[src/rtl/march_pkg.sv]
package march_pkg;

  localparam int NUM_ELEM  = 6;
  localparam int ELEM_W    = 3;

  typedef enum logic [1:0] {
    ST_IDLE  = 2'd0,
    ST_RUN   = 2'd1,
    ST_DRAIN = 2'd2,
    ST_DONE  = 2'd3
  } bist_state_e;

  // two_op : element is a read followed by a write per address
  // down   : descending address walk
  // first_rd : first (or only) operation is a read
  // bg     : background read (or written by a single-write element)
  typedef struct packed {
    logic two_op;
    logic down;
    logic first_rd;
    logic bg;
  } elem_cfg_t;

  typedef struct packed {
    logic rd;
    logic wr;
    logic bit_val;
  } mem_op_t;

  function automatic elem_cfg_t elem_cfg(input logic [ELEM_W-1:0] e);
    elem_cfg_t c;
    case (e)
      3'd0:    c = '{two_op: 1'b0, down: 1'b0, first_rd: 1'b0, bg: 1'b0};
      3'd1:    c = '{two_op: 1'b1, down: 1'b0, first_rd: 1'b1, bg: 1'b0};
      3'd2:    c = '{two_op: 1'b1, down: 1'b0, first_rd: 1'b1, bg: 1'b1};
      3'd3:    c = '{two_op: 1'b1, down: 1'b1, first_rd: 1'b1, bg: 1'b0};
      3'd4:    c = '{two_op: 1'b1, down: 1'b1, first_rd: 1'b1, bg: 1'b1};
      default: c = '{two_op: 1'b0, down: 1'b0, first_rd: 1'b1, bg: 1'b0};
    endcase
    return c;
  endfunction

endpackage

[src/rtl/march_addr_gen.sv]
module march_addr_gen #(
  parameter int ROW_W = 9,
  parameter int COL_W = 4
) (
  input  logic                   clk,
  input  logic                   rst,
  input  logic                   load_i,
  input  logic                   down_i,
  input  logic                   step_i,
  output logic [ROW_W+COL_W-1:0] addr_o,
  output logic                   last_o
);

  localparam logic [ROW_W-1:0] ROW_MAX = '1;
  localparam logic [COL_W-1:0] COL_MAX = '1;

  logic [ROW_W-1:0] row_q;
  logic [COL_W-1:0] col_q;
  logic             dir_q;

  always_ff @(posedge clk) begin
    if (rst) begin
      row_q <= '0;
      col_q <= '0;
      dir_q <= 1'b0;
    end else if (load_i) begin
      row_q <= down_i ? ROW_MAX : '0;
      col_q <= down_i ? COL_MAX : '0;
      dir_q <= down_i;
    end else if (step_i) begin
      if (!dir_q) begin
        col_q <= col_q + 1'b1;
        if (col_q == COL_MAX) row_q <= row_q + 1'b1;
      end else begin
        col_q <= col_q - 1'b1;
        if (col_q == '0) row_q <= row_q - 1'b1;
      end
    end
  end

  assign addr_o = {row_q, col_q};
  assign last_o = dir_q ? (row_q == '0 && col_q == '0)
                        : (row_q == ROW_MAX && col_q == COL_MAX);

  // finishing a word line ascending moves to column 0 of the next row
  a_r3_row_carry: assert property (@(posedge clk) disable iff (rst)
    (step_i && !load_i && !dir_q && col_q == COL_MAX)
      |=> (col_q == '0 && row_q == $past(row_q) + 1'b1));

  // descending walk borrows from the row after column 0
  a_r3_row_borrow: assert property (@(posedge clk) disable iff (rst)
    (step_i && !load_i && dir_q && col_q == '0)
      |=> (col_q == COL_MAX && row_q == $past(row_q) - 1'b1));

endmodule

[src/rtl/march_seq.sv]
module march_seq
  import march_pkg::*;
(
  input  logic              clk,
  input  logic              rst,
  input  logic              start_i,
  input  logic              addr_last_i,
  output mem_op_t           op_o,
  output logic [ELEM_W-1:0] elem_o,
  output logic              load_o,
  output logic              down_o,
  output logic              step_o,
  output logic              clear_o,
  output logic              done_o
);

  localparam logic [ELEM_W-1:0] LAST_ELEM = ELEM_W'(NUM_ELEM - 1);

  bist_state_e       state_q;
  logic [ELEM_W-1:0] elem_q;
  logic [ELEM_W-1:0] elem_nxt;
  logic              phase_q;
  logic              drain_q;
  elem_cfg_t         cfg;
  elem_cfg_t         cfg_nxt;
  logic              start_ok;
  logic              addr_done;
  logic              elem_end;
  logic              run_end;

  assign cfg       = elem_cfg(elem_q);
  assign elem_nxt  = elem_q + 1'b1;
  assign cfg_nxt   = elem_cfg(elem_nxt);
  assign start_ok  = start_i && (state_q == ST_IDLE || state_q == ST_DONE);
  assign addr_done = (state_q == ST_RUN) && (!cfg.two_op || phase_q);
  assign elem_end  = addr_done && addr_last_i;
  assign run_end   = elem_end && (elem_q == LAST_ELEM);

  always_comb begin
    op_o = '0;
    if (state_q == ST_RUN) begin
      if (cfg.two_op) begin
        if (!phase_q) begin
          op_o.rd      = 1'b1;
          op_o.bit_val = cfg.bg;
        end else begin
          op_o.wr      = 1'b1;
          op_o.bit_val = ~cfg.bg;
        end
      end else begin
        op_o.rd      = cfg.first_rd;
        op_o.wr      = ~cfg.first_rd;
        op_o.bit_val = cfg.bg;
      end
    end
  end

  assign load_o  = start_ok || (elem_end && !run_end);
  assign down_o  = start_ok ? 1'b0 : cfg_nxt.down;
  assign step_o  = addr_done && !addr_last_i;
  assign clear_o = start_ok;
  assign elem_o  = elem_q;
  assign done_o  = (state_q == ST_DONE);

  always_ff @(posedge clk) begin
    if (rst) begin
      state_q <= ST_IDLE;
      elem_q  <= '0;
      phase_q <= 1'b0;
      drain_q <= 1'b0;
    end else begin
      case (state_q)
        ST_IDLE, ST_DONE: begin
          if (start_ok) begin
            state_q <= ST_RUN;
            elem_q  <= '0;
            phase_q <= 1'b0;
          end
        end
        ST_RUN: begin
          if (cfg.two_op) phase_q <= ~phase_q;
          if (run_end) begin
            state_q <= ST_DRAIN;
            drain_q <= 1'b0;
          end else if (elem_end) begin
            elem_q  <= elem_nxt;
            phase_q <= 1'b0;
          end
        end
        default: begin
          if (drain_q) state_q <= ST_DONE;
          drain_q <= 1'b1;
        end
      endcase
    end
  end

  // element index never leaves 0..5
  a_r2_elem_range: assert property (@(posedge clk) disable iff (rst)
    elem_q <= LAST_ELEM);

  // a running test keeps running whatever start does, until its last op
  a_r8_run_holds: assert property (@(posedge clk) disable iff (rst)
    (state_q == ST_RUN && !run_end) |=> (state_q == ST_RUN));

endmodule

[src/rtl/march_cmp.sv]
module march_cmp #(
  parameter int ADDR_W = 13,
  parameter int DATA_W = 32,
  parameter int ELEM_W = 3
) (
  input  logic              clk,
  input  logic              rst,
  input  logic              clear_i,
  input  logic              rd_i,
  input  logic [ADDR_W-1:0] addr_i,
  input  logic              exp_i,
  input  logic [ELEM_W-1:0] elem_i,
  input  logic [DATA_W-1:0] rdata_i,
  output logic              fail_o,
  output logic [ADDR_W-1:0] fail_addr_o,
  output logic [ELEM_W-1:0] fail_elem_o,
  output logic [DATA_W-1:0] fail_mask_o
);

  logic              p_vld_q;
  logic [ADDR_W-1:0] p_addr_q;
  logic              p_exp_q;
  logic [ELEM_W-1:0] p_elem_q;
  logic [DATA_W-1:0] diff;

  assign diff = rdata_i ^ {DATA_W{p_exp_q}};

  always_ff @(posedge clk) begin
    if (rst) begin
      p_vld_q  <= 1'b0;
      p_addr_q <= '0;
      p_exp_q  <= 1'b0;
      p_elem_q <= '0;
    end else begin
      p_vld_q  <= rd_i;
      p_addr_q <= addr_i;
      p_exp_q  <= exp_i;
      p_elem_q <= elem_i;
    end
  end

  always_ff @(posedge clk) begin
    if (rst || clear_i) begin
      fail_o      <= 1'b0;
      fail_addr_o <= '0;
      fail_elem_o <= '0;
      fail_mask_o <= '0;
    end else if (p_vld_q && (diff != '0) && !fail_o) begin
      fail_o      <= 1'b1;
      fail_addr_o <= p_addr_q;
      fail_elem_o <= p_elem_q;
      fail_mask_o <= diff;
    end
  end

  // once latched, the first-failure record is frozen until cleared
  a_r6_first_kept: assert property (@(posedge clk) disable iff (rst)
    (fail_o && !clear_i) |=> (fail_o && $stable(fail_addr_o) &&
                              $stable(fail_elem_o) && $stable(fail_mask_o)));

  // a latched failure always names at least one differing bit
  a_r6_mask_set: assert property (@(posedge clk) disable iff (rst)
    fail_o |-> (fail_mask_o != '0));

endmodule

[src/rtl/mbist_march_ctrl.sv]
module mbist_march_ctrl
  import march_pkg::*;
#(
  parameter int ROW_W  = 9,
  parameter int COL_W  = 4,
  parameter int DATA_W = 32
) (
  input  logic                   clk,
  input  logic                   rst,
  input  logic                   start_i,
  output logic [ROW_W+COL_W-1:0] mem_addr_o,
  output logic                   mem_we_o,
  output logic [DATA_W-1:0]      mem_wdata_o,
  output logic                   mem_re_o,
  input  logic [DATA_W-1:0]      mem_rdata_i,
  output logic                   done_o,
  output logic                   pass_o,
  output logic                   fail_o,
  output logic [ROW_W+COL_W-1:0] fail_addr_o,
  output logic [2:0]             fail_elem_o,
  output logic [DATA_W-1:0]      fail_mask_o
);

  localparam int ADDR_W = ROW_W + COL_W;

  mem_op_t           op;
  logic [ELEM_W-1:0] elem;
  logic              ag_load;
  logic              ag_down;
  logic              ag_step;
  logic              ag_last;
  logic [ADDR_W-1:0] ag_addr;
  logic              clear;
  logic              exp_q;
  logic [ELEM_W-1:0] elem_q;

  march_seq u_seq (
    .clk         (clk),
    .rst         (rst),
    .start_i     (start_i),
    .addr_last_i (ag_last),
    .op_o        (op),
    .elem_o      (elem),
    .load_o      (ag_load),
    .down_o      (ag_down),
    .step_o      (ag_step),
    .clear_o     (clear),
    .done_o      (done_o)
  );

  march_addr_gen #(.ROW_W(ROW_W), .COL_W(COL_W)) u_addr (
    .clk    (clk),
    .rst    (rst),
    .load_i (ag_load),
    .down_i (ag_down),
    .step_i (ag_step),
    .addr_o (ag_addr),
    .last_o (ag_last)
  );

  always_ff @(posedge clk) begin
    if (rst) begin
      mem_addr_o  <= '0;
      mem_we_o    <= 1'b0;
      mem_re_o    <= 1'b0;
      mem_wdata_o <= '0;
      exp_q       <= 1'b0;
      elem_q      <= '0;
    end else begin
      mem_addr_o  <= ag_addr;
      mem_we_o    <= op.wr;
      mem_re_o    <= op.rd;
      mem_wdata_o <= op.wr ? {DATA_W{op.bit_val}} : '0;
      exp_q       <= op.bit_val;
      elem_q      <= elem;
    end
  end

  march_cmp #(.ADDR_W(ADDR_W), .DATA_W(DATA_W), .ELEM_W(ELEM_W)) u_cmp (
    .clk         (clk),
    .rst         (rst),
    .clear_i     (clear),
    .rd_i        (mem_re_o),
    .addr_i      (mem_addr_o),
    .exp_i       (exp_q),
    .elem_i      (elem_q),
    .rdata_i     (mem_rdata_i),
    .fail_o      (fail_o),
    .fail_addr_o (fail_addr_o),
    .fail_elem_o (fail_elem_o),
    .fail_mask_o (fail_mask_o)
  );

  assign pass_o = done_o && !fail_o;

  // the port never reads and writes at once
  a_r4_rd_wr_excl: assert property (@(posedge clk) disable iff (rst)
    !(mem_we_o && mem_re_o));

  // write data is a uniform background
  a_r4_wdata_bg: assert property (@(posedge clk) disable iff (rst)
    mem_we_o |-> (mem_wdata_o == '0 || mem_wdata_o == '1));

  // no memory traffic while the verdict is held
  a_r8_quiet_done: assert property (@(posedge clk) disable iff (rst)
    done_o |-> (!mem_we_o && !mem_re_o));

endmodule

[config.mk]
export PLATFORM = sky130hd
export DESIGN_NAME = mbist_march_ctrl
export DESIGN_NICKNAME = d
export VERILOG_FILES = /design/src/rtl/march_pkg.sv /design/src/rtl/march_addr_gen.sv /design/src/rtl/march_seq.sv /design/src/rtl/march_cmp.sv /design/src/rtl/mbist_march_ctrl.sv
export SDC_FILE = /design/constraint.sdc
export NUM_CORES = 1
export LEC_CHECK = 0
export BUFFER_PORTS_ARGS = -buffer_cell sky130_fd_sc_hd__buf_4
export CAP_MARGIN = 20
export CORE_MARGIN = 5
export CORE_UTILIZATION = 34
export CTS_BUF_LIST = sky130_fd_sc_hd__clkbuf_4 sky130_fd_sc_hd__clkbuf_8 sky130_fd_sc_hd__clkbuf_16
export DETAILED_ROUTE_END_ITERATION = 16
export GPL_TIMING_DRIVEN = 0
export PLACE_DENSITY = 0.63
export SETUP_SLACK_MARGIN = 0.15
export SYNTH_ARGS = -nofsm -noshare
export SYNTH_HDL_FRONTEND = slang
export SYNTH_HIERARCHICAL = 1
export SYNTH_SLANG_ARGS = --single-unit
[constraint.sdc]
create_clock -name clk -period 4.05 [get_ports clk]
set_input_delay 0.2025 -clock clk [delete_from_list [all_inputs] [get_ports clk]]
set_output_delay 0.2025 -clock clk [all_outputs]
set_load 0.02 [all_outputs]
# Word level (Yosys, flattened, before mapping)
# Cells that the tools add are included.
# word_totals
latch_bits,0
memories,0
out_inout_bits,98
rom_bits,0
reg_bits,108
elab_cells,122
input_bits,35
mem_bits_rw,0
# op_classes
n_lt_le_gt_ge,0
muxes,34
reduce_logical,37
div,0
add_sub_neg,5
n_bitwise,7
shift,0
multipliers,0
n_eq_ne,18
# op_table
cell,n
$mux W9,6
$reduce_bool A32 Y1,1
$xor A32 B32 Y32,1
$pmux W4 S5,1
$mux W4,4
$pmux W3 S5,1
$eq A3 B2 Y1 const B,4
$mux W3,4
$logic_and A1 B1 Y1,11
$mux W1,10
$add A9 B1 Y9 const B,1
$eq A3 B3 Y1 const B,3
$eq A9 B9 Y1 const B,1
$logic_not A9 Y1,1
$sub A9 B1 Y9 const B,1
$mux W2,4
$eq A3 B1 Y1 const B,2
$logic_not A3 Y1,2
$ne A2 B1 Y1 const B,3
$not A1 Y1,6
$pmux W3 S2,1
$reduce_and A3 Y1,2
$reduce_bool A3 Y1,2
$reduce_or A2 Y1,3
17 further kinds,26

# Longest topological paths before layout
# Gate-level depths: netlist of the first run.
# logic_depth
word_depth,12
mapped_depth,14
depth_no_buf,12

# Hierarchy
# The synthesis of the first run kept the hierarchy.
# modules_own_cells
mod,n_inst,cells_per_inst,seq_area_each_um2,area_each_um2
march_cmp,1,314,1341.3,2927.8
march_addr_gen,1,137,280.3,1129.8
mbist_march_ctrl,1,74,400.4,783.3
march_seq,1,84,140.1,660.6

# Worst setup path before layout of the first run
# OpenSTA, ideal clock, no wires.
# synth_timing
kind,flip-flop to flip-flop
startpoint,"register u_seq.elem_q[1], in the netlist u_seq/elem_o[1]"
endpoint,register u_addr.row_q[6]
slack_ps,1234
setup_ps,115
required_time_ps,3935
t_arrival_ps,2701
period_less_slack_ps,2816
path_buffers,3
stages_incl_launch_ff,14
path_cell_list,dfxtp_1 -> inv_1 -> ha_1 -> or3_1 -> o21a_1 -> ha_1 -> nor3b_1 -> buf_12 -> and3b_1 -> a32o_2 -> buf_6 -> buf_6 -> o21ai_1 -> o21a_1
# synth_between
word_cells_on_any_way,30
cone_classes,1 x add/sub; 10 x eq/ne; 5 x mux; 14 x reduce/logical
# synth_rtl
item,line_no,rtl
from (decl),march_seq.sv:20,logic [ELEM_W-1:0] elem_q;
from (signal assigned),march_seq.sv:86,elem_q <= elem_nxt;
$eq A3 B3 Y1 (tied with other cells),march_pkg.sv:32,case (e)
$pmux W4 S5 *,march_pkg.sv:32,
$logic_not A1 Y1 *,march_seq.sv:35,assign addr_done = (state_q == ST_RUN) && (!cfg.two_op || phase_q);
$logic_or A1 B1 Y1 *,march_seq.sv:35,
$logic_and A1 B1 Y1 *,march_seq.sv:35,
$logic_and A1 B1 Y1 *,march_seq.sv:60,assign step_o = addr_done && !addr_last_i;
net ag_step,mbist_march_ctrl.sv:30,logic ag_step;
$reduce_bool A2 Y1 (no line) *,--,
$reduce_and A3 Y1 (no line) *,--,
to (signal assigned),march_addr_gen.sv:27,row_q <= down_i ? ROW_MAX : '0;
to (signal assigned),march_addr_gen.sv:33,if (col_q == COL_MAX) row_q <= row_q + 1'b1;
to (signal assigned),march_addr_gen.sv:36,if (col_q == '0) row_q <= row_q - 1'b1;
to (decl),march_addr_gen.sv:17,logic [ROW_W-1:0] row_q;
# Mark *: on every way through the listed nets, which the timed path passes. The rest lies on a longest branch.
# A chain may end at the register's enable or synchronous reset.

# Worst setup path in the final report of the first run
# layout_timing
startpoint,register u_addr.row_q[1]
endpoint,register u_addr.col_q[3]
# layout_between
elab_chain_len,9
word_cells_on_any_way,14
cone_classes,1 x eq/ne; 2 x mux; 11 x reduce/logical
# layout_lines
item,line_no,rtl
$eq A9 B9 Y1 or $logic_not A9 Y1 (tied branches),"march_addr_gen.sv:43, march_addr_gen.sv:42",
$logic_and A1 B1 Y1 (on tied branches),"march_addr_gen.sv:43, march_addr_gen.sv:42",
$mux W1 *,march_addr_gen.sv:42,assign last_o = dir_q ? (row_q == '0 && col_q == '0)
net ag_last,mbist_march_ctrl.sv:31,logic ag_last;
$logic_and A1 B1 Y1 *,march_seq.sv:36,assign elem_end = addr_done && addr_last_i;
$logic_and A1 B1 Y1,march_seq.sv:37,assign run_end = elem_end && (elem_q == LAST_ELEM);
$logic_not A1 Y1,march_seq.sv:58,assign load_o = start_ok || (elem_end && !run_end);
$logic_and A1 B1 Y1 *,march_seq.sv:58,
$logic_or A1 B1 Y1 *,march_seq.sv:58,
net ag_load,mbist_march_ctrl.sv:28,logic ag_load;
$mux W4 or $reduce_bool A2 Y1 (tied branches),--,
to (signal assigned),march_addr_gen.sv:28,col_q <= down_i ? COL_MAX : '0;
to (signal assigned),march_addr_gen.sv:32,col_q <= col_q + 1'b1;
to (signal assigned),march_addr_gen.sv:35,col_q <= col_q - 1'b1;
to (decl),march_addr_gen.sv:18,logic [COL_W-1:0] col_q;
# Marked as above.

==> impl_results.rst, run 1 <==
.. list-table::
   :header-rows: 1

   * - Metric
     - Value
   * - Outcome
     - completed
   * - Share of synthesized area spent on multiplexers
     - 11.3%
   * - Sequential fraction of the synthesis area
     - 39.3%
   * - Worst Hold Class
     - primary input to flip-flop
   * - Netlist area before placement
     - 5500 µm²
   * - Post-cts repair resize count
     - 0
   * - Final weighted congestion in routability-driven placement
     - 0.821
   * - Biggest fanout along the worst timing path
     - 10
   * - Clock tree from TritonCTS
     - built
   * - Post-synthesis register bit count
     - 108
   * - Leading cell types in the layout, fill and taps excluded
     - sky130_fd_sc_hd__buf_4, sky130_fd_sc_hd__nand2_1, sky130_fd_sc_hd__dfxtp_1
   * - Number of sinks on the clock net
     - 108
   * - Clock transition at the registers of the reported paths
     - 0.08 ns
   * - Switching fraction of total power
     - 32.0%
   * - DRC violation total after the first TritonRoute iteration
     - 261
   * - Peak supply drop
     - 0.000203 V
   * - Effective utilization at floorplan
     - 34.6%
   * - Root Buffer
     - sky130_fd_sc_hd__clkbuf_16
   * - Core Rows
     - 46
   * - Final count of negative-setup-slack endpoints
     - 0
   * - Placed instance area
     - 6760 µm²
   * - Latest clock arrival within the worst-skew pair
     - 0.36 ns
   * - Min Clock Period, post-route
     - 3.26 ns
   * - Post-synthesis share of cell area spent on xor and xnor gates
     - 6.37%
   * - Global-route wire length before repair
     - 21,500 µm
   * - Part of the power in the clock network
     - 32.6%
   * - Arrival time reported for the critical path endpoint
     - 3.53 ns
   * - Max-cap violations
     - 0
   * - Fillers
     - 1,606
   * - Maximum number of pins on one net before global-route repair
     - 33
   * - Final global-route overflow total
     - 0
   * - Average wire per standard cell
     - 13.8 µm
   * - Ant diodes
     - 0
   * - # H-tree levels
     - 3
   * - Post-synthesis compound-gate area fraction
     - 7.57%
   * - Power density cells
     - 399 nW/µm²
   * - Maximum clock rate
     - 0.307 GHz
   * - Worst Setup End Kind
     - flip-flop
   * - Final Hold Violating Endpoints
     - 0
   * - Aggregate negative setup slack
     - 0 ns
   * - Clock buffers created by TritonCTS
     - 9
   * - Net count after synthesis
     - 664
   * - Floorplan core area
     - 15,900 µm²
   * - Drt drc
     - 0
   * - Worst setup skew after layout
     - 0.00738 ns
   * - Synth Area in Adders
     - 4.82%
   * - Headroom to the max-slew limit
     - 35.9%
   * - Port bufs
     - 132
   * - Internal power summed over all cells
     - 1.92 mW
   * - Die area
     - 18,800 µm²
   * - Biggest area consumer among synthesized cells
     - sky130_fd_sc_hd__dfxtp_1
   * - Netlist cell types
     - 56
   * - Buffers from clock root to sink, at most
     - 2
   * - NumNets Final
     - 807
   * - Fraction of the mapped netlist area in simple logic gates
     - 21.7%
   * - Post-Layout Inst Area
     - 7070 µm²
   * - Synth area leaders
     - sky130_fd_sc_hd__dfxtp_1, sky130_fd_sc_hd__mux2i_1, sky130_fd_sc_hd__nand2_1, sky130_fd_sc_hd__xor2_1, sky130_fd_sc_hd__nor2b_1
   * - Final Slew Violations
     - 0
   * - Warnings from Yosys
     - 6
   * - Pleak
     - 3.47 nW
   * - Final worst path period share
     - 80.4%
   * - Buffer count from post-CTS setup fixing
     - 0
   * - Comb pwr share
     - 23.8%
   * - Antenna violations before repair
     - 0
   * - Count of hold-fix buffers inserted at cts
     - 0
   * - Most used DFF post-synth
     - sky130_fd_sc_hd__dfxtp_1
   * - TritonRoute pass-1 iters
     - 5
   * - Total via count in the routed design
     - 4,466
   * - HPWL reported at the end of detailed placement
     - 10,300 µm
   * - Switching pwr
     - 0.901 mW
   * - Number of global-route vias before repair
     - 4,245
   * - Data required time of the critical path
     - 4.32 ns
   * - Area share of the leading cell type in the synthesized netlist
     - 39.3%
   * - Routed wire length
     - 13,400 µm
   * - Post-synth EDFFs
     - 0
   * - Overall fraction of global-route tracks in use
     - 14.3%
   * - Die height
     - 137 µm
   * - Vias per std cell
     - 4.59
   * - Width of the die
     - 137 µm
   * - Synthesized instance count
     - 609
   * - Synthesis-to-finish area growth
     - 28.5%
   * - Most common library cell in the layout ignoring fill and taps
     - sky130_fd_sc_hd__buf_4
   * - Setup repair after global routing missed its margin
     - false
   * - Proportion of layout cells with a drive suffix above 1
     - 26.4%
   * - Critical path start-end classification
     - flip-flop to flip-flop
   * - Dominant combinational cell family by area after synthesis
     - simple AND/OR/NAND/NOR gates
   * - Transition time at the pin with the least slew margin
     - 0.960 ns
   * - Synth Area per Inst
     - 9.03 µm²
   * - Count of nets left with antenna violations after detail routing
     - 0
   * - Setup crit start kind
     - flip-flop
   * - I/O Pins
     - 133
   * - Share of power burned in registers
     - 43.6%
   * - Async set-or-reset flop fraction in the synthesized netlist
     - 0%
registers in the layout (all words and copies together), names as in the netlist, 2 cells and up:
name	cells
u_addr/col_q	4
u_cmp/fail_elem_o	3
mem_addr_o	13
u_cmp/fail_mask_o	32
u_cmp/fail_addr_o	13
u_seq/state_q	2
u_seq/elem_o	3
u_cmp/p_addr_q	13
u_addr/row_q	9
u_cmp/p_elem_q	3
elem_q	3
worst max-delay path: stages, from the launching register on:
cell and delay (ns):
sky130_fd_sc_hd__dfxtp_1 0.36, sky130_fd_sc_hd__or4_1 0.53, sky130_fd_sc_hd__nor3_1 0.14, sky130_fd_sc_hd__nand3_1 0.09, sky130_fd_sc_hd__o41ai_1 0.58, sky130_fd_sc_hd__nor2b_1 0.30
sky130_fd_sc_hd__nand3_1 0.11, sky130_fd_sc_hd__nand2_1 0.23, sky130_fd_sc_hd__inv_1 0.08, sky130_fd_sc_hd__clkbuf_1 0.27, sky130_fd_sc_hd__and4_1 0.25, sky130_fd_sc_hd__nor4b_2 0.24
per-stage QoR:
stage | utilization, % | setup slack, ns | cells | power [mW] | hold WS (ns)
after global placement | 42.6 | 0.763 | 957 | 1.92 | 0.425
after floorplan | - | 1.23 | 609 | 1.71 | 0.272
after CTS | 44.5 | 0.759 | 973 | 2.85 | 0.122
after detailed placement | 42.6 | 0.764 | 957 | 1.93 | 0.427
final | 44.5 | 0.793 | 973 | 2.82 | 0.131
after global routing | 44.5 | 0.458 | 973 | 3.00 | 0.131
Yosys cell counts, types with 5 or more instances:
| library cell | number |
|---|---|
| sky130_fd_sc_hd__nand2_1 | 112 |
| sky130_fd_sc_hd__dfxtp_1 | 108 |
| sky130_fd_sc_hd__mux2i_1 | 62 |
| sky130_fd_sc_hd__nor2b_1 | 41 |
| sky130_fd_sc_hd__xor2_1 | 35 |
| sky130_fd_sc_hd__buf_4 | 33 |
| sky130_fd_sc_hd__a21oi_1 | 20 |
| sky130_fd_sc_hd__clkbuf_1 | 18 |
| sky130_fd_sc_hd__ha_1 | 18 |
| sky130_fd_sc_hd__inv_1 | 16 |
| sky130_fd_sc_hd__nand4_1 | 15 |
| sky130_fd_sc_hd__nor2_1 | 14 |
| sky130_fd_sc_hd__o21a_1 | 10 |
| sky130_fd_sc_hd__or4_1 | 10 |
| sky130_fd_sc_hd__nand3_1 | 8 |
| sky130_fd_sc_hd__nor3_1 | 8 |
| sky130_fd_sc_hd__buf_6 | 6 |
| sky130_fd_sc_hd__nand2b_1 | 5 |
| sky130_fd_sc_hd__o211ai_1 | 5 |
| sky130_fd_sc_hd__xnor2_1 | 5 |
layout make-up:
class | instances | area, µm² | area share (%)
multi-input combinational | 421 | 2850 | 40.3
sequential | 108 | 2160 | 30.6
timing repair buffer | 132 | 991 | 14.0
buffer | 64 | 430 | 6.09
tap | 216 | 270 | 3.82
clock buffer | 10 | 233 | 3.29
clock inverter | 6 | 76.3 | 1.08
inverter | 16 | 60.1 | 0.849
per-layer routing:
metal,GRT usage (%),part of all wire (%),vias up
met5,0,0,-
met4,4.55,1.3,0
met3,2.92,4.3,13
met2,24.3,48,88
met1,18.0,46,2049
li1,-,-,2316
power groups by stage:
| stage | Clock, mW | Sequential (mW) | Combinational (mW) |
|---|---|---|---|
| final | 0.918 | 1.23 | 0.671 |
| after global placement | 0 | 1.26 | 0.668 |
| after detailed placement | 0 | 1.26 | 0.671 |
| after global routing | 0.995 | 1.24 | 0.755 |
| after floorplan | 0 | 1.25 | 0.451 |
| after CTS | 0.947 | 1.23 | 0.674 |
path summary, 6_finish.rpt:
check / startpoint / end / slack (ns) / depth (start not counted)
worst max register to register: u_addr/row_q[1] / u_addr/col_q[3] / 0.79 / 11
worst max-delay path: u_addr/row_q[1] / u_addr/col_q[3] / 0.79 / 11
worst min-delay path: rst / u_addr/dir_q / 0.13 / 2
worst min register to register: u_cmp/p_addr_q[10] / u_cmp/fail_addr_o[10] / 0.44 / 2
cells by family (layout without fill, tap and decap cells):
family                     count (synthesis)  count (layout)
DFF                                      108             108
adders and majority gates                 20              20
and+or+nand+nor                          237             237
AOI/OAI and AO/OA                         62              62
buffers and inverters                     80             228
xor gates and xnor gates                  40              40
muxes                                     62              62
No activity file was read; power rests on OpenSTA's default activity.
==> inputs of run 2 (changes only) <==
--- a/config.mk
+++ b/config.mk
@@ -5,6 +5,7 @@
 export SDC_FILE = /design/constraint.sdc
 export NUM_CORES = 1
 export LEC_CHECK = 0
+export ABC_AREA = 1
 export BUFFER_PORTS_ARGS = -buffer_cell sky130_fd_sc_hd__buf_4
 export CAP_MARGIN = 20
 export CORE_MARGIN = 5
==> constraint.sdc (replaced) <==
create_clock -name clk -period 3.1 [get_ports clk]
set_input_delay 0.155 -clock clk [delete_from_list [all_inputs] [get_ports clk]]
set_output_delay 0.155 -clock clk [all_outputs]
set_load 0.02 [all_outputs]
==> impl_results.rst, run 2 <==
.. list-table::
   :header-rows: 1

   * - Metric
     - Value
   * - Netlist area before placement
     - 5840 µm²
   * - Floorplan core area
     - 17,100 µm²
   * - Final Hold Violating Endpoints
     - 0
   * - Final count of negative-setup-slack endpoints
     - 0
   * - Worst Hold Class
     - primary input to flip-flop
   * - Final global-route overflow total
     - 0
   * - Top cells by instance count after synthesis
     - sky130_fd_sc_hd__nand2_1, sky130_fd_sc_hd__inv_1, sky130_fd_sc_hd__nor2_1, sky130_fd_sc_hd__dfxtp_1, sky130_fd_sc_hd__nand3_1
   * - Transition time at the pin with the least slew margin
     - 0.955 ns
   * - Post-cts repair resize count
     - 0
   * - Clock tree from TritonCTS
     - built
   * - Max-cap violations
     - 0
   * - Aggregate negative setup slack
     - 0 ns
   * - Outcome
     - completed
   * - Most used DFF post-synth
     - sky130_fd_sc_hd__dfxtp_1
   * - Number of stages on the worst hold path
     - 2
   * - Maximum number of pins on one net before global-route repair
     - 33
   * - Average wire per standard cell
     - 12.0 µm
   * - Synthesized instance count
     - 872
   * - Root Buffer
     - sky130_fd_sc_hd__clkbuf_16
   * - Setup crit start kind
     - flip-flop
   * - Count of hold-fix buffers inserted at cts
     - 0
   * - Port bufs
     - 132
   * - Post-synth EDFFs
     - 0
   * - Largest reg by FF count
     - u_cmp/fail_mask_o
   * - Final weighted congestion in routability-driven placement
     - 0.850
   * - Total via count in the routed design
     - 5,485
   * - Worst setup skew after layout
     - 0.00623 ns
   * - Reg2Reg Setup Slack
     - 0.53 ns
   * - Synth area leaders
     - sky130_fd_sc_hd__dfxtp_1, sky130_fd_sc_hd__nand2_1, sky130_fd_sc_hd__inv_1, sky130_fd_sc_hd__nor2_1, sky130_fd_sc_hd__nand3_1
   * - Clock buffers created by TritonCTS
     - 9
   * - Width of the die
     - 141 µm
   * - Endpoint of the worst hold path
     - u_addr/col_q[3]
   * - Data required time of the critical path
     - 3.35 ns
   * - Worst-case setup margin in the final layout
     - 0.532 ns
   * - Area used by sequential logic in the layout
     - 2160 µm²
   * - Overall fraction of global-route tracks in use
     - 15.3%
   * - Ant diodes
     - 0
   * - Synthesis-to-finish area growth
     - 26.8%
   * - # H-tree levels
     - 3
   * - Post-Layout Inst Area
     - 7410 µm²
   * - Worst hold start
     - rst
   * - Effective utilization at floorplan
     - 34.3%
   * - Placed instance area
     - 7110 µm²
   * - Worst R2R Path Depth
     - 13
   * - Power density cells
     - 674 nW/µm²
   * - Area share of the leading cell type in the synthesized netlist
     - 37.0%
   * - Biggest fanout along the worst timing path
     - 8
   * - Peak supply drop
     - 0.000349 V
   * - Pleak
     - 3.62 nW
   * - Clock transition at the registers of the reported paths
     - 0.08 ns
   * - HPWL reported at the end of detailed placement
     - 11,900 µm
   * - Drt drc
     - 0
   * - Number of sinks on the clock net
     - 108
   * - Die area
     - 19,900 µm²
   * - Number of cells in the finished layout apart from fillers
     - 1,245
   * - Worst Setup Slack post-DPL
     - 0.549 ns
   * - Worst reg2reg endpoint
     - u_addr/row_q[7]
   * - Leading cell types in the layout, fill and taps excluded
     - sky130_fd_sc_hd__nand2_1, sky130_fd_sc_hd__buf_4, sky130_fd_sc_hd__inv_1
   * - Netlist cell types
     - 37
   * - Final worst path period share
     - 82.8%
   * - NumNets Final
     - 1,070
   * - Final Slew Violations
     - 0
   * - TritonRoute pass-1 iters
     - 5
   * - Net count after synthesis
     - 927
   * - Most instantiated library cell after synthesis
     - sky130_fd_sc_hd__nand2_1
   * - Sequential fraction of the synthesis area
     - 37.0%
   * - Async set-or-reset flop fraction in the synthesized netlist
     - 0%
   * - I/O Pins
     - 133
   * - Die height
     - 141 µm
   * - Core Rows
     - 48
   * - Number of global-route vias before repair
     - 4,981
   * - Proportion of layout cells with a drive suffix above 1
     - 22.2%
   * - Buffers from clock root to sink, at most
     - 2
   * - Vias per std cell
     - 4.41
   * - Biggest area consumer among synthesized cells
     - sky130_fd_sc_hd__dfxtp_1
   * - Critical path start-end classification
     - flip-flop to flip-flop
   * - Latest clock arrival within the worst-skew pair
     - 0.35 ns
   * - Most common library cell in the layout ignoring fill and taps
     - sky130_fd_sc_hd__nand2_1
   * - Buffer count from post-CTS setup fixing
     - 0
   * - Synth Area per Inst
     - 6.70 µm²
   * - Number of placed cells counting well taps
     - 1,229
   * - Routed wire length
     - 15,000 µm
   * - Worst Setup End Kind
     - flip-flop
   * - Warnings from Yosys
     - 6
   * - Headroom to the max-slew limit
     - 36.2%
   * - DRC violation total after the first TritonRoute iteration
     - 373
   * - Area of the multi-input gates
     - 2690 µm²
   * - Maximum clock rate
     - 0.389 GHz
   * - Number of flip-flops in the largest register
     - 32
   * - Global-route wire length before repair
     - 25,100 µm
   * - Setup repair after global routing missed its margin
     - false
   * - Fillers
     - 1,832
   * - Antenna violations before repair
     - 0
   * - Post-synthesis register bit count
     - 108
   * - Min Clock Period, post-route
     - 2.57 ns
   * - Count of nets left with antenna violations after detail routing
     - 0
   * - Arrival time reported for the critical path endpoint
     - 2.82 ns
   * - Startpoint of the worst register-to-register path
     - u_seq/elem_o[0]
==> run 2: cell types whose count changed in the layout (fill, tap and decap cells not counted), sizes merged, moves of 8 or more <==
cell   previous run  this run
nand4            15         6
xor2             35         0
nand3             8        73
or4              11         0
nand2           112       226
a21oi            20        74
nor2b            42         0
buf             178       186
o21a             10         0
mux2i            62         0
inv              20       137
nor2             14       132
==> run 2: worst max-delay path: stages (launching register included) <==
cell and delay, ns:
sky130_fd_sc_hd__dfxtp_1 0.43, sky130_fd_sc_hd__inv_1 0.14, sky130_fd_sc_hd__ha_1 0.23, sky130_fd_sc_hd__nor2_1 0.12, sky130_fd_sc_hd__a21oi_1 0.10, sky130_fd_sc_hd__ha_1 0.25
sky130_fd_sc_hd__nor2_4 0.14, sky130_fd_sc_hd__nand3_2 0.11, sky130_fd_sc_hd__nand2_1 0.27, sky130_fd_sc_hd__inv_2 0.18, sky130_fd_sc_hd__nand3_4 0.14, sky130_fd_sc_hd__nand4_4 0.11
sky130_fd_sc_hd__inv_4 0.15, sky130_fd_sc_hd__a21oi_2 0.07
==> run 2: final cells by class <==
type,count,area share [%]
Buffer,68,6.39
Clock buffer,10,3.23
Clock inverter,6,0.726
Inverter,135,6.98
Multi-Input combinational cell,561,36.3
Sequential cell,108,29.2
Tap cell,225,3.80
Timing Repair Buffer,132,13.4
==> run 2: layer usage <==
layer | routed length, µm | GRT usage (%) | vias to the layer above
met5 | 0 | 0 | -
met1 | 6710 | 20.1 | 2406
met4 | 128 | 3.77 | 0
met2 | 7130 | 25.6 | 147
met3 | 998 | 3.49 | 9
li1 | - | - | 2923
==> run 2: cells by family after synthesis <==
group,Yosys count,synth area share [%]
flops,108,37.0
compound gates,84,7.73
fa+ha+maj,20,4.54
simple gates,449,32.6
xor+xnor,8,1.20
buf+inv,203,16.9
==> run 2: through the flow <==
stage	hold WS, ns	utilization, %	power (mW)
after CTS	0.0510	43.4	5.05
after floorplan	0.224	-	3.33
after global routing	0.0604	43.4	5.42
final	0.0618	43.4	4.99
after global placement	0.394	41.7	3.87
after detailed placement	0.396	41.7	3.90
==> run 2: worst max path at each step <==
stage / from / end
after global routing: u_seq/elem_o[0] / u_addr/row_q[3]
after detailed placement: u_seq/elem_o[0] / u_addr/row_q[2]
final: u_seq/elem_o[0] / u_addr/row_q[7]
after global placement: u_seq/elem_o[0] / u_addr/row_q[0]
after CTS: u_seq/elem_o[0] / u_addr/row_q[2]
after floorplan: u_seq/elem_o[0] / u_addr/row_q[2]
==> run 2: report_power, final <==
group	switching, mW	total (mW)	internal, mW
clock	0.550	1.14	0.585
combinational	1.25	2.03	0.781
sequential	0.202	1.82	1.62
